===== src/rtl/wdog_pkg.sv =====
`timescale 1ns/1ps
package wdog_pkg;
    localparam int CNT_W  = 6;
    localparam int ADDR_W = 3;
    localparam int DATA_W = 8;

    typedef logic [CNT_W-1:0] cnt_t;

    typedef enum logic [ADDR_W-1:0] {
        A_COUNT   = 3'd0,
        A_LOAD    = 3'd1,
        A_STAT    = 3'd2,
        A_CTRL_LO = 3'd3,
        A_CTRL_HI = 3'd4,
        A_CFG_LO  = 3'd5,
        A_CFG_HI  = 3'd6,
        A_SPARE   = 3'd7
    } reg_addr_e;

    localparam int STS_FIRST  = 0;
    localparam int STS_SECOND = 1;
    localparam int STS_BOOT   = 2;
    localparam int HALT_POS   = 3;  // bit 11 of the control word
    localparam int INH_POS    = 2;  // bit 10 of the configuration word

    localparam logic [DATA_W-1:0] REFRESH_CODE = 8'h01;
    localparam cnt_t CNT_TOP = '1;

    typedef struct packed {
        logic boot;
        logic second;
        logic first;
    } wd_status_t;

    function automatic logic [DATA_W-1:0] widen(cnt_t c);
        return {{(DATA_W-CNT_W){1'b0}}, c};
    endfunction
endpackage


===== src/rtl/wdog_prescaler.sv =====
`timescale 1ns/1ps
module wdog_prescaler #(
    parameter int TICK_CYCLES = 30_000_000
) (
    input  logic clk,
    input  logic srst,
    input  logic restart,
    output logic tick
);
    generate
        if (TICK_CYCLES <= 1) begin : g_every
            assign tick = 1'b1;
        end else begin : g_div
            localparam int PW = $clog2(TICK_CYCLES);
            localparam logic [PW-1:0] LAST = PW'(TICK_CYCLES - 1);
            logic [PW-1:0] phase;
            always_ff @(posedge clk) begin
                if (srst || restart || phase == LAST) phase <= '0;
                else                                  phase <= phase + 1'b1;
            end
            assign tick = (phase == LAST);
        end
    endgenerate
endmodule


===== src/rtl/wdog_core.sv =====
`timescale 1ns/1ps
module wdog_core
    import wdog_pkg::*;
(
    input  logic clk,
    input  logic srst,
    input  logic tick,
    input  logic halt,
    input  logic inhibit,
    input  logic refresh,
    input  cnt_t init_val,
    output cnt_t count,
    output logic first_evt,
    output logic second_evt,
    output logic rst_req
);
    logic stage;
    logic expire;

    assign expire     = tick && !halt && !refresh && (count == '0);
    assign first_evt  = expire && !stage;
    assign second_evt = expire && stage;

    always_ff @(posedge clk) begin
        if (srst) begin
            count   <= CNT_TOP;
            stage   <= 1'b0;
            rst_req <= 1'b0;
        end else begin
            if (refresh) begin
                count <= init_val;
                stage <= 1'b0;
            end else if (tick && !halt) begin
                if (count == '0) begin
                    count <= init_val;
                    stage <= !stage;
                end else begin
                    count <= count - 1'b1;
                end
            end
            if (second_evt && !inhibit) rst_req <= 1'b1;
        end
    end

    p_dec_r2: assert property (@(posedge clk) disable iff (srst)
        (tick && !halt && !refresh && count != '0) |=> count == ($past(count) - cnt_t'(1)));
    p_refresh_r3: assert property (@(posedge clk) disable iff (srst)
        refresh |=> count == $past(init_val));
    p_halt_hold_r4: assert property (@(posedge clk) disable iff (srst)
        (halt && !refresh) |=> $stable(count));
    p_first_quiet_r5: assert property (@(posedge clk) disable iff (srst)
        first_evt |=> !$rose(rst_req));
    p_req_held_r6: assert property (@(posedge clk) disable iff (srst)
        rst_req |=> rst_req);
    p_inhibit_r8: assert property (@(posedge clk) disable iff (srst)
        $rose(rst_req) |-> $past(!inhibit && second_evt));
endmodule


===== src/rtl/wdog_regs.sv =====
`timescale 1ns/1ps
module wdog_regs
    import wdog_pkg::*;
(
    input  logic              clk,
    input  logic              por,
    input  logic              rst,
    input  logic              wr_en,
    input  logic [ADDR_W-1:0] addr,
    input  logic [DATA_W-1:0] wdata,
    input  cnt_t              count,
    input  logic              first_evt,
    input  logic              second_evt,
    output logic [DATA_W-1:0] rdata,
    output cnt_t              init_val,
    output logic              halt,
    output logic              inhibit,
    output logic              refresh
);
    logic       srst;
    reg_addr_e  sel;
    wd_status_t sts;
    logic       wr_stat;

    assign srst    = rst || por;
    assign sel     = reg_addr_e'(addr);
    assign wr_stat = wr_en && sel == A_STAT;
    assign refresh = wr_en && sel == A_COUNT && wdata == REFRESH_CODE;

    always_ff @(posedge clk) begin
        if (srst) begin
            init_val   <= CNT_TOP;
            halt       <= 1'b1;
            inhibit    <= 1'b1;
            sts.first  <= 1'b0;
            sts.second <= 1'b0;
        end else begin
            if (wr_en && sel == A_LOAD)    init_val <= wdata[CNT_W-1:0];
            if (wr_en && sel == A_CTRL_HI) halt     <= wdata[HALT_POS];
            if (wr_en && sel == A_CFG_HI)  inhibit  <= wdata[INH_POS];
            sts.first  <= first_evt  || (sts.first  && !(wr_stat && wdata[STS_FIRST]));
            sts.second <= second_evt || (sts.second && !(wr_stat && wdata[STS_SECOND]));
        end
    end

    // boot flag lives in the power-on domain
    always_ff @(posedge clk) begin
        if (por)                              sts.boot <= 1'b0;
        else if (rst && sts.second)           sts.boot <= 1'b1;
        else if (wr_stat && wdata[STS_BOOT])  sts.boot <= 1'b0;
    end

    always_comb begin
        rdata = '0;
        case (sel)
            A_COUNT:   rdata = widen(count);
            A_LOAD:    rdata = widen(init_val);
            A_STAT:    rdata = {{(DATA_W-3){1'b0}}, sts};
            A_CTRL_HI: rdata[HALT_POS] = halt;
            A_CFG_HI:  rdata[INH_POS]  = inhibit;
            default:   rdata = '0;
        endcase
    end

    p_rsv_zero_r1: assert property (@(posedge clk) disable iff (srst)
        (sel == A_COUNT || sel == A_LOAD) |-> rdata[DATA_W-1:CNT_W] == '0);
    p_w1c_r9: assert property (@(posedge clk) disable iff (srst)
        (wr_stat && wdata[STS_SECOND] && !second_evt) |=> !sts.second);
    p_boot_set_r10: assert property (@(posedge clk) disable iff (por)
        (rst && sts.second) |=> sts.boot);
    p_set_wins_r12: assert property (@(posedge clk) disable iff (srst)
        first_evt |=> sts.first);
endmodule


===== src/rtl/wdog_two_stage.sv =====
`timescale 1ns/1ps
module wdog_two_stage
    import wdog_pkg::*;
#(
    parameter int TICK_CYCLES = 30_000_000
) (
    input  logic       clk,
    input  logic       por,
    input  logic       rst,
    input  logic       wr_en,
    input  logic [2:0] addr,
    input  logic [7:0] wdata,
    output logic [7:0] rdata,
    output logic       rst_req
);
    logic srst;
    logic tick;
    logic halt;
    logic inhibit;
    logic refresh;
    logic first_evt;
    logic second_evt;
    cnt_t count;
    cnt_t init_val;

    assign srst = rst || por;

    wdog_prescaler #(.TICK_CYCLES(TICK_CYCLES)) u_presc (
        .clk     (clk),
        .srst    (srst),
        .restart (refresh),
        .tick    (tick)
    );

    wdog_core u_core (
        .clk        (clk),
        .srst       (srst),
        .tick       (tick),
        .halt       (halt),
        .inhibit    (inhibit),
        .refresh    (refresh),
        .init_val   (init_val),
        .count      (count),
        .first_evt  (first_evt),
        .second_evt (second_evt),
        .rst_req    (rst_req)
    );

    wdog_regs u_regs (
        .clk        (clk),
        .por        (por),
        .rst        (rst),
        .wr_en      (wr_en),
        .addr       (addr),
        .wdata      (wdata),
        .count      (count),
        .first_evt  (first_evt),
        .second_evt (second_evt),
        .rdata      (rdata),
        .init_val   (init_val),
        .halt       (halt),
        .inhibit    (inhibit),
        .refresh    (refresh)
    );

    p_never_both_r6: assert property (@(posedge clk) disable iff (srst)
        !(first_evt && second_evt));
endmodule


===== config.mk =====
export PLATFORM = sky130hd
export DESIGN_NAME = wdog_two_stage
export DESIGN_NICKNAME = d
export VERILOG_FILES = /design/src/rtl/wdog_pkg.sv /design/src/rtl/wdog_prescaler.sv /design/src/rtl/wdog_core.sv /design/src/rtl/wdog_regs.sv /design/src/rtl/wdog_two_stage.sv
export SDC_FILE = /design/constraint.sdc
export NUM_CORES = 1
export LEC_CHECK = 0
export ABC_AREA = 1
export BUFFER_PORTS_ARGS = -buffer_cell sky130_fd_sc_hd__buf_2
export CORE_MARGIN = 2
export CORE_UTILIZATION = 58
export DETAILED_ROUTE_END_ITERATION = 7
export PLACE_DENSITY = 0.83
export SLEW_MARGIN = 20
export SYNTH_ARGS = -nofsm -noshare
export SYNTH_HDL_FRONTEND = slang
export SYNTH_SLANG_ARGS = --single-unit

===== constraint.sdc =====
create_clock -name clk -period 2.1 [get_ports clk]
set_input_delay 0.42 -clock clk [delete_from_list [all_inputs] [get_ports clk]]
set_output_delay 0.42 -clock clk [all_outputs]
set_load 0.03 [all_outputs]

==> impl_results.md, run 1 <==
* Number of global-route vias before repair at 2,048
* Pwr/cell area at 561 nW/µm²
* Crit share post-route at 86.3%
* CTS root buf: clkbuf_8
* # nets final at 376
* First-pass GRT wire length at 8580 µm
* Post-DP HPWL at 4010 µm
* Worst r2r src: u_presc.g_div.phase[0]$_SDFF_PP0_
* Xor/xnor share of the synthesized area at 4.35%
* Num ports at 24
* Routed Antenna Nets at 0
* P_leak at 1.22 nW
* Async SR Flop Fraction at 0%
* Largest net degree at the start of global routing at 15
* HP Class: input port to flip-flop
* Worst-case clock buffer depth at 2
* Full die area at 4700 µm²
* Router iterations before antenna repair at 5
* Number of post-CTS setup repair buffers at 0
* Synth Area in Simple Gates at 36.3%
* Final Power at 1.50 mW
* Die Height at 68.5 µm
* Hold Violations, Final at 0
* Critical path capture point type: primary output
* TritonCTS clock tree: yes
* Worst vdd ir at 0.633 mV
* Routed vias at 2,169
* DRT iter0 DRCs at 150
* Post-CTS sizing at 0
* Average size of a mapped cell at 7.30 µm²
* GPL Wtd Cong at 0.935
* Critical path data arrival time at 1.39 ns
* Port Buffer Count at 21
* Most frequent cells in the layout: 66 x nand2_1, 45 x inv_1, 44 x dfxtp_1
* Starting Density at 60.4%
* Mux contribution to synthesized area at 0%
* CP required at 1.68 ns
* Setup violators final at 0
* Overflow after GRT at 0
* Skew-Pair Late Insertion Delay at 0.29 ns
* Compound-Gate Fraction of Synth Area at 12.3%
* Crit. Startpoint: addr[0]
* Shortest period the worst path allows at 1.81 ns
* Synth cell types at 41
* Yosys reg bits at 44
* Critical path class: input port to primary output
* # fillers at 344
* Share of cells above drive strength 1 at 18.4%
* RSZ-0062 raised after global routing: no
* Hold path start: por
* Main combinational cell family by area after synthesis: simple AND/OR/NAND/NOR gates
* Ant diodes at 0
* GRT Total Usage at 23.8%
* Synth Instances at 331
* Post-synth EDFFs at 0
* Max Slew Vio Count at 0
* MaxCap Viol Count at 0
* Initial antenna violation count at 0
* Post-synth top flop: dfxtp_1
* Synth Cell Area at 2420 µm²
* Area Overhead vs Synth at 10.6%
* Final wirelength at 5070 µm
* Core box area at 4000 µm²
* H-tree depth at 2
* Cts bufs inserted at 5
* Post-DR wirelength/cell at 12.4 µm
* Clock Sinks at 44
* Result of the run: finished clean
* Final Skew at 0.00735 ns
* Critical path launch point type: input port
* Drc violations at 0
* Clk slew on worst S/H paths at 0.08 ns
* Post-CTS Hold Buffers at 0
* Adder-cell share of the synthesized area at 1.55%
* CP max FO at 5
* Row count at 23
* Total negative slack at 0 ns
* Commonest non-fill, non-tap cell in the layout: nand2_1
* DIE WIDTH at 68.5 µm
* Yosys warns at 0
* Achievable Freq at 552 MHz
* Seq/Total Area, Yosys at 36.5%
* Vias per cell at 5.30
==> per-layer routing <==
metal  global-route usage, %  routed length [µm]
met2                    37.3                2310
met4                    10.3                  92
met5                       0                   0
met1                    32.0                2420
met3                    4.55                 243
==> registers in the layout, summed over array words and instances, names as in the netlist <==
name / flops
u_core.stage: 1
u_regs.init_val: 6
u_presc.g_div.phase: 25
u_regs.halt: 1
u_regs.inhibit: 1
u_core.rst_req: 1
u_core.count: 6
u_regs.sts: 3
==> worst max-delay path: stages <==
cell,delay (ns)
buf_2,0.13
nor3_1,0.41
nand2_1,0.11
o211ai_1,0.10
buf_2,0.22
==> path summary, 6_finish.rpt <==
| kind | endpoint | slack, ns | cells after the start |
|---|---|---|---|
| max | rdata[0] | 0.29 | 5 |
| min | u_regs.sts[2]$_SDFFE_PP0P_ | 0.29 | 2 |
| max reg2reg | u_presc.g_div.phase[10]$_SDFF_PP0_ | 0.44 | 10 |
| min reg2reg | u_core.rst_req$_SDFFE_PP0P_ | 0.46 | 2 |
==> where the power goes <==
part,total (mW),internal (mW),switching (mW)
clock,0.552,0.267,0.284
combinational,0.107,0.0330,0.0738
sequential,0.841,0.837,0.00343
==> synthesized netlist by cell type, types with 2 or more instances <==
cell type   n  share of area, %
a21oi_1    14               2.9
a31oi_1     2              0.52
buf_4       3              0.93
dfxtp_1    44                36
ha_1        3               1.6
inv_1      45               7.0
inv_2       3              0.47
nand2_1    66                10
nand2_2     6               1.6
nand2_4     2              0.93
nand3_1    20               4.1
nand3_2     4               1.7
nand4_1     5               1.3
nor2_1     37               5.7
nor2_2      4               1.0
nor2_4      4               1.9
nor3_1      8               1.7
nor3_2      2              0.83
nor3b_2     2               1.0
o211ai_1   15               4.7
o21ai_0    10               2.1
o21ai_1     2              0.41
or2_2       2              0.52
xnor2_1     2              0.73
xor2_1     10               3.6
==> cells by family (layout without fill, tap and decap cells) <==
group | count (synthesis) | after routing
XOR/XNOR | 12 | 12
other | 1 | 2
adder cells (fa/ha/maj) | 3 | 3
buffers and inverters | 54 | 81
AND/OR/NAND/NOR | 169 | 169
AO/OA/AOI/OAI | 48 | 48
flip-flops | 44 | 44
==> metrics by stage <==
step | worst slack [ns] | instance area, µm² | hold WS, ns | cells | utilization [%]
floorplan | 0.348 | 2420 | 0.429 | 332 | -
global route | 0.184 | 2670 | 0.277 | 409 | 66.8
finish | 0.288 | 2670 | 0.286 | 409 | 66.8
global placement | 0.363 | 2580 | 0.444 | 401 | 64.5
detailed placement | 0.298 | 2580 | 0.447 | 401 | 64.5
CTS | 0.296 | 2670 | 0.280 | 409 | 66.8
==> cell type report <==
type                    count  area, µm²  area share [%]
clock buffers               7       86.3            3.23
clock inverters             1       7.51           0.281
inverters                  49        184            6.88
multi-input cells         234       1320            49.5
flip-flops and latches     44        881            33.0
well taps                  50       62.6            2.34
repair buffers             24        128            4.78
Note: power is estimated with default switching activity, not from simulation.
==> run 2: changes to the inputs <==
--- a/config.mk
+++ b/config.mk
@@ -8,9 +8,9 @@
 export ABC_AREA = 1
 export BUFFER_PORTS_ARGS = -buffer_cell sky130_fd_sc_hd__buf_2
 export CORE_MARGIN = 2
-export CORE_UTILIZATION = 58
+export CORE_UTILIZATION = 53
 export DETAILED_ROUTE_END_ITERATION = 7
-export PLACE_DENSITY = 0.83
+export PLACE_DENSITY = 0.81
 export SLEW_MARGIN = 20
 export SYNTH_ARGS = -nofsm -noshare
 export SYNTH_HDL_FRONTEND = slang
==> constraint.sdc (replaced) <==
create_clock -name clk -period 1.66 [get_ports clk]
set_input_delay 0.332 -clock clk [delete_from_list [all_inputs] [get_ports clk]]
set_output_delay 0.332 -clock clk [all_outputs]
set_load 0.03 [all_outputs]
==> run 2 against run 1 <==
Net effect:
- count of clock-buffer cells in the layout increased by 1
- combinational power increased by 35%
- clock skew fell by 0.0039 ns
- routed wire length decreased by 1.6%
- first-iteration DRC count down 37%
- clock power is 23% higher
- critical path depth rose by 4
- register-to-register slack got worse by 0.40 ns
- sequential share of layout area decreased by 0.76 points
- highest routed layer unchanged
==> impl_results.md, run 2 (synthesized netlist as in run 1, its figures left out) <==
* Result of the run: finished clean (unchanged)
* Max Slew Vio Count at 0 (unchanged)
* Clock Sinks at 44 (unchanged)
* Most frequent cells in the layout: 65 x nand2_1, 43 x inv_1, 42 x dfxtp_1 (was 66 x nand2_1, 45 x inv_1, 44 x dfxtp_1)
* Largest registers: u_presc.g_div.phase: 25 flops, u_core.count: 6 flops, u_regs.init_val: 6 flops (unchanged)
* Pwr/cell area at 687 nW/µm² (was 561 nW/µm²)
* H-tree depth at 2 (unchanged)
* Critical path capture point type: flip-flop (was primary output)
* Worst Reg-to-Reg Cells at 9 (was 10)
* Post-DR wirelength/cell at 12.0 µm (was 12.4 µm)
* Sw Share at 23.5% (was 24.1%)
* GPL Wtd Cong at 0.874 (was 0.935)
* Crit share post-route at 97.3%
* CP max stage cell: dfxtp_4 (was nor3_1)
* CP max FO at 5 (unchanged)
* Int Power at 1.45 mW (was 1.14 mW)
* Clk pwr share at 36.1% (was 36.8%)
* Starting Density at 55.1% (was 60.4%)
* Critical path launch point type: flip-flop (was input port)
* Top Family by Delay on Critical Path: simple AND/OR/NAND/NOR gates (unchanged)
* Drc violations at 0 (unchanged)
* Worst Path Buf+Inv at 0 (was 2)
* Full die area at 5110 µm² (was 4700 µm²)
* Total negative slack at 0 ns (unchanged)
* Die Height at 71.5 µm (was 68.5 µm)
* Clk slew on worst S/H paths at 0.08 ns (about the same)
* Port Buffer Count at 21 (unchanged)
* Routed vias at 2,190 (was 2,169)
* Critical path class: flip-flop to flip-flop (was input port to primary output)
* Reg-to-reg slack, setup at 0.04 ns (was 0.44 ns)
* Skew-Pair Late Insertion Delay at 0.29 ns (about the same)
* Comb pwr share at 7.6% (was 7.1%)
* Post-DP HPWL at 3820 µm (was 4010 µm)
* Reg power frac at 56.3% (was 56.1%)
* Commonest non-fill, non-tap cell in the layout: nand2_1 (unchanged)
* Reg2reg end: u_presc.g_div.phase[20]$_SDFF_PP0_ (was u_presc.g_div.phase[10]$_SDFF_PP0_)
* MaxCap Viol Count at 0 (unchanged)
* DRT iter0 DRCs at 94 (was 150)
* Switch Pwr at 0.444 mW (was 0.362 mW)
* Num ports at 24 (unchanged)
* CP required at 1.85 ns (was 1.68 ns)
* Core box area at 4380 µm² (was 4000 µm²)
* DIE WIDTH at 71.5 µm (was 68.5 µm)
* Largest net degree at the start of global routing at 15 (unchanged)
* P_leak at 1.26 nW (was 1.22 nW)
* Hold Path Stages at 2 (unchanged)
* Cts bufs inserted at 5 (unchanged)
* Most flops, register: u_presc.g_div.phase (unchanged)
* Worst-case clock buffer depth at 2 (unchanged)
* Worst r2r src: u_presc.g_div.phase[0]$_SDFF_PP0_ (unchanged)
* Initial antenna violation count at 0 (unchanged)
* GRT Total Usage at 20.7% (was 23.8%)
* Number of global-route vias before repair at 1,935 (was 2,048)
* CP cell instances: ha_4, nand3_2, nor2_4, nand2_4, nor2_4, and3_4, nand2_1, o21ai_1, nor2_1 (was buf_2, nor3_1, nand2_1, o211ai_1, buf_2)
* Vias per cell at 5.26 (was 5.30)
* Routed Antenna Nets at 0 (unchanged)
* Min-Delay Endpoint: u_regs.sts[2]$_SDFFE_PP0P_ (unchanged)
* CTS root buf: clkbuf_8 (unchanged)
* # nets final at 381 (was 376)
* Ant diodes at 0 (unchanged)
* Critical path data arrival time at 1.81 ns (was 1.39 ns)
* Setup violators final at 0 (unchanged)
* Achievable Freq at 619 MHz
* Final wirelength at 4990 µm (was 5070 µm)
* Final Skew at 0.00346 ns (was 0.00735 ns)
* Max reg flops at 25 (unchanged)
* CP peak stage delay at 0.36 ns (was 0.41 ns)
* Share of cells above drive strength 1 at 21.2% (was 18.4%)
* HP Class: input port to flip-flop (unchanged)
* Router iterations before antenna repair at 4 (was 5)
* Most common cell type on the critical path: nor2_4 (was buf_2)
* Area Overhead vs Synth at 13.9% (was 10.6%)
* First-pass GRT wire length at 8450 µm (was 8580 µm)
* Hold path start: por (unchanged)
* Shortest period the worst path allows at 1.62 ns
* TritonCTS clock tree: yes (unchanged)
* Worst hold margin at 0.202 ns (was 0.286 ns)
* Row count at 24 (was 23)
* Overflow after GRT at 0 (unchanged)
* Worst vdd ir at 0.454 mV (was 0.633 mV)
* RSZ-0062 raised after global routing: yes (was no)
* Hold Violations, Final at 0 (unchanged)
## run 2: cell types whose count changed in the layout (fill, tap and decap cells not counted), moves of 2 or more
| cell | change |
|---|---|
| buf_4 | +6 |
| inv_2 | +2 |
| inv_1 | -2 |
| dfxtp_1 | -2 |
## run 2: final cells by class
| class | instances | area [µm²] |
|---|---|---|
| multi-input cells | 234 | 1360 |
| repair buffers | 29 | 168 |
| inverters | 49 | 184 |
| clock buffers | 8 | 90.1 |
| fillers | 369 | 1630 |
| flip-flops and latches | 44 | 886 |
| well taps | 52 | 65.1 |
## run 2: power by group through the flow
stage | sequential [mW] | combinational, mW | clock (mW)
floorplan | 1.09 | 0.0873 | 0
global placement | 1.09 | 0.135 | 0
detailed placement | 1.09 | 0.137 | 0
CTS | 1.06 | 0.137 | 0.704
global route | 1.06 | 0.158 | 0.748
finish | 1.06 | 0.144 | 0.681
## run 2: repair_timing
| item | in CTS | in global routing |
|---|---|---|
| hold buffers | 0 | 0 |
| pin swaps | 0 | 3 |
| endpoints found under the hold margin | 0 | 0 |
| buffers inserted | 0 | 4 |
| endpoints found under the setup margin | 1 | 29 |
| gates resized for setup | 2 | 12 |
## run 2: stage by stage
step / instance area (µm²) / util (%) / cells / setup WS (ns) / power, mW
4_1_cts: 2680 / 61.2 / 412 / 0.0263 / 1.91
3_5_place_dp: 2590 / 59.0 / 404 / 0.00162 / 1.23
2_1_floorplan: 2420 / - / 332 / 0.0844 / 1.17
6_report: 2750 / 62.8 / 416 / 0.0449 / 1.89
3_3_place_gp: 2590 / 59.0 / 404 / 0.0494 / 1.22
5_1_grt: 2750 / 62.8 / 416 / -0.0288 / 1.97
## run 2: worst register-to-register path, cell delays in order (launching register included)
cell	delay (ns)
dfxtp_4	0.36
ha_4	0.14
nand3_2	0.12
nor2_4	0.18
nand2_4	0.09
nor2_4	0.16
and3_4	0.21
nand2_1	0.07
o21ai_1	0.14
nor2_1	0.05
## run 2: how the worst max path moves through the flow
stage,start,end,slack (ns),depth (start not counted)
detailed placement,u_presc.g_div.phase[0]$_SDFF_PP0_,u_presc.g_div.phase[20]$_SDFF_PP0_,0.002,9
floorplan,addr[1],rdata[4],0.08,3
finish,u_presc.g_div.phase[0]$_SDFF_PP0_,u_presc.g_div.phase[20]$_SDFF_PP0_,0.04,9
CTS,u_presc.g_div.phase[1]$_SDFF_PP0_,u_presc.g_div.phase[20]$_SDFF_PP0_,0.03,9
global placement,u_presc.g_div.phase[0]$_SDFF_PP0_,u_presc.g_div.phase[20]$_SDFF_PP0_,0.05,9
global route,u_presc.g_div.phase[1]$_SDFF_PP0_,u_presc.g_div.phase[20]$_SDFF_PP0_,-0.03,9
## run 2: layer usage
layer | up-vias | part of all wire [%] | GRT usage (%)
met5 | - | 0 | 0
met4 | 0 | 1.1 | 7.97
met3 | 5 | 4.8 | 5.06
met2 | 55 | 47 | 33.3
met1 | 993 | 47 | 27.0
li1 | 1137 | - | -
==> run 3: changes to the inputs <==
--- a/config.mk
+++ b/config.mk
@@ -10,8 +10,10 @@
 export CORE_MARGIN = 2
 export CORE_UTILIZATION = 53
 export DETAILED_ROUTE_END_ITERATION = 7
-export PLACE_DENSITY = 0.81
+export PLACE_DENSITY = 0.8
+export SKIP_LAST_GASP = 1
 export SLEW_MARGIN = 20
 export SYNTH_ARGS = -nofsm -noshare
 export SYNTH_HDL_FRONTEND = slang
+export SYNTH_HIERARCHICAL = 1
 export SYNTH_SLANG_ARGS = --single-unit
==> run 3 against run 2 <==
Net effect:
- sequential share of layout area down 3.6 points
- utilization increased by 3.0 points
- maximum frequency increased by 1.1%
- highest routed layer unchanged
- non-clock buffer count up 23
- cell area grew 12%
==> impl_results.md, run 3 <==
* Most numerous cell in the Yosys netlist: nand2_1 (unchanged)
* Yosys reg bits at 44 (unchanged)
* Final wirelength at 5760 µm (was 4990 µm)
* RSZ-0062 raised after global routing: yes (unchanged)
* Achievable Freq at 626 MHz (was 619 MHz)
* Crit share post-route at 96.2% (was 97.3%)
* Number of global-route vias before repair at 2,222 (was 1,935)
* Core box area at 4690 µm² (was 4380 µm²)
* Starting Density at 55.0% (was 55.1%)
* GPL Wtd Cong at 0.847 (was 0.874)
* Initial antenna violation count at 0 (unchanged)
* Clock Sinks at 44 (unchanged)
* CP cell instances: ha_4, nand3_4, nor2_4, nand3_1, nor2_2, nand2_2, nand2_4, buf_4, o21ai_0, inv_1, nand2_1 (was ha_4, nand3_2, nor2_4, nand2_4, nor2_4, and3_4, nand2_1, o21ai_1, nor2_1)
* CP required at 1.85 ns (about the same)
* Final Cell Area at 3080 µm² (was 2750 µm²)
* Critical path launch point type: flip-flop (unchanged)
* Post-synth top cells: 112 x nand2_1, 64 x nor2_1, 52 x inv_1 (was 66 x nand2_1, 45 x inv_1, 44 x dfxtp_1)
* Full die area at 5440 µm² (was 5110 µm²)
* Most frequent cells in the layout: 111 x nand2_1, 61 x nor2_1, 51 x inv_1 (was 65 x nand2_1, 43 x inv_1, 42 x dfxtp_1)
* Routed vias at 2,501 (was 2,190)
* Ant diodes at 0 (unchanged)
* Synth Instances at 396 (was 331)
* # fillers at 415 (was 369)
* Post-DP HPWL at 4340 µm (was 3820 µm)
* Routed Antenna Nets at 0 (unchanged)
* Area Overhead vs Synth at 19.6% (was 13.9%)
* Synth cell types at 32 (was 41)
* Result of the run: finished clean (unchanged)
* Largest net degree at the start of global routing at 25 (was 15)
* Post-synth EDFFs at 0 (unchanged)
* Total negative slack at 0 ns (unchanged)
* GRT Total Usage at 22.0% (was 20.7%)
* Clk pwr share at 34.7% (was 36.1%)
* Comb pwr share at 8.8% (was 7.6%)
* Synth Cell Area at 2580 µm² (was 2420 µm²)
* Dominant cell type by area after synthesis: dfxtp_1 (unchanged)
* Most flops, register: u_presc/g_div.phase (was u_presc.g_div.phase)
* TritonCTS clock tree: yes (unchanged)
* CP max FO at 4 (was 5)
* Max Slew Vio Count at 0 (unchanged)
* Post-synth top flop: dfxtp_1 (unchanged)
* Worst-case clock buffer depth at 2 (unchanged)
* H-tree depth at 2 (unchanged)
* MaxCap Viol Count at 0 (unchanged)
* Reg-to-reg slack, setup at 0.06 ns (was 0.04 ns)
* P_leak at 1.37 nW (was 1.26 nW)
* Multi-input gate area at 1510 µm² (was 1360 µm²)
* Top post-synthesis cells by area: dfxtp_1 34%, nand2_1 16%, nor2_1 9.3% (was dfxtp_1 36%, nand2_1 10%, inv_1 7.0%)
* Reg power frac at 56.5% (was 56.3%)
* Die Height at 73.8 µm (was 71.5 µm)
* Critical path data arrival time at 1.79 ns (was 1.81 ns)
* Worst hold margin at 0.204 ns (was 0.202 ns)
* CP peak stage delay at 0.36 ns (about the same)
* Synth top area share at 34.2% (was 36.5%)
* DRT iter0 DRCs at 121 (was 94)
* Placed cell areas at 2900 µm² (was 2590 µm²)
* Switch Pwr at 0.481 mW (was 0.444 mW)
* Shortest period the worst path allows at 1.60 ns (was 1.62 ns)
* Clk slew on worst S/H paths at 0.08 ns (about the same)
* Async SR Flop Fraction at 0% (unchanged)
* Post-route insts no fill at 504 (was 416)
* Sw Share at 25.6% (was 23.5%)
* Drc violations at 0 (unchanged)
* # nets final at 468 (was 381)
* Share of cells above drive strength 1 at 20.4% (was 21.2%)
* Router iterations before antenna repair at 4 (unchanged)
* First-pass GRT wire length at 9320 µm (was 8450 µm)
* Average size of a mapped cell at 6.51 µm² (was 7.30 µm²)
* Largest registers: u_presc/g_div.phase: 25 flops, u_core/count: 6 flops, u_regs/init_val: 6 flops (was u_presc.g_div.phase: 25 flops, u_core.count: 6 flops, u_regs.init_val: 6 flops)
* Worst vdd ir at 0.526 mV (was 0.454 mV)
* Cts bufs inserted at 5 (unchanged)
* HP Class: input port to flip-flop (unchanged)
* Overflow after GRT at 0 (unchanged)
* Critical path class: flip-flop to flip-flop (unchanged)
* Post-DR wirelength/cell at 11.4 µm (was 12.0 µm)
* Commonest non-fill, non-tap cell in the layout: nand2_1 (unchanged)
* Hold Violations, Final at 0 (unchanged)
* Max reg flops at 25 (unchanged)
* Placed Instances at 490 (was 404)
* Setup violators final at 0 (unchanged)
* Row count at 25 (was 24)
* Yosys warns at 6 (was 0)
* Critical path capture point type: flip-flop (unchanged)
* CTS root buf: clkbuf_8 (unchanged)
* Seq/Total Area, Yosys at 34.2% (was 36.5%)
* Vias per cell at 4.96 (was 5.26)
* FF/Latch Area at 883 µm² (was 886 µm²)
* Int Power at 1.40 mW (was 1.45 mW)
* Skew-Pair Late Insertion Delay at 0.30 ns (was 0.29 ns)
* Final Skew at 0.0103 ns (was 0.00346 ns)
* Num ports at 24 (unchanged)
* DIE WIDTH at 73.8 µm (was 71.5 µm)
* Port Buffer Count at 21 (unchanged)
* Pwr/cell area at 611 nW/µm² (was 687 nW/µm²)
* CP max stage cell: dfxtp_2 (was dfxtp_4)
run 3: changes by cell type in the layout (fill, tap and decap cells not counted), moves of 4 or more:
cell,change
buf_4,+22
nand2_1,+46
nor2_1,+25
o211ai_1,-12
inv_1,+8
nand3_1,+12
nor3_1,-7
xnor2_1,+4
run 3: path summary, 6_finish.rpt:
path                                                   startpoint                           end  cells after the start
worst max register to register  u_presc/g_div.phase[0]$_SDFF_PP0_  u_core/count[3]$_SDFFE_PP1P_                     11
worst max-delay path            u_presc/g_div.phase[0]$_SDFF_PP0_  u_core/count[3]$_SDFFE_PP1P_                     11
worst min register to register           u_regs/sts[0]$_SDFF_PP0_      u_regs/sts[0]$_SDFF_PP0_                      2
worst min-delay path                                          por    u_regs/sts[2]$_SDFFE_PP0P_                      2
run 3: layout make-up:
type | count | area share [%]
clock buffers | 5 | 2.23
inverters | 55 | 6.77
well taps | 54 | 2.19
flip-flops and latches | 44 | 28.6
clock inverters | 2 | 0.406
multi-input cells | 292 | 48.8
repair buffers | 52 | 11.0
run 3: repair_timing:
item,in CTS,in global routing
pin swaps,3,4
cloned,0,0
endpoints found under the setup margin,10,37
setup buffers,5,2
gates resized for setup,7,6
hold buffers,0,0
run 3: metrics by stage:
step	total power [mW]	utilization (%)	worst slack (ns)
3_5_place_dp	1.25	61.8	-0.145
2_1_floorplan	1.19	-	0.00579
6_report	1.88	65.7	0.0632
4_1_cts	1.90	64.7	0.00153
5_1_grt	1.95	65.7	-0.0401
3_3_place_gp	1.25	61.8	0.00489
run 3: power groups by stage:
stage | registers, mW | logic, mW | clock network (mW)
finish | 1.06 | 0.166 | 0.653
global route | 1.07 | 0.181 | 0.705
CTS | 1.06 | 0.161 | 0.672
detailed placement | 1.09 | 0.160 | 0
global placement | 1.09 | 0.158 | 0
floorplan | 1.09 | 0.107 | 0
run 3: routing by layer:
metal  vias up  track usage [%]  routed length [µm]
met5         -                0                   0
met4         0             7.47                  86
li1       1333                -                   -
met2        59             38.8                2850
met3         9             4.12                 235
met1      1100             26.7                2590
run 3: cells by family (layout without fill, tap and decap cells):
kind of cell	after synthesis	in the layout	share of synthesized area, %
simple gates	242	242	42.9
buf+inv	61	114	9.95
flops	44	44	34.2
compound gates	32	32	6.99
xor+xnor	13	13	4.42
fa+ha+maj	3	3	1.46
other cells	1	2	0.145
run 3: critical path: cells and delay by family (launching register included):
kind / cells / cell delay (ns)
buffers and inverters: 2 / 0.20
adders and majority gates: 1 / 0.15
and+or+nand+nor: 7 / 0.70
AOI/OAI and AO/OA: 1 / 0.09
DFF: 1 / 0.36
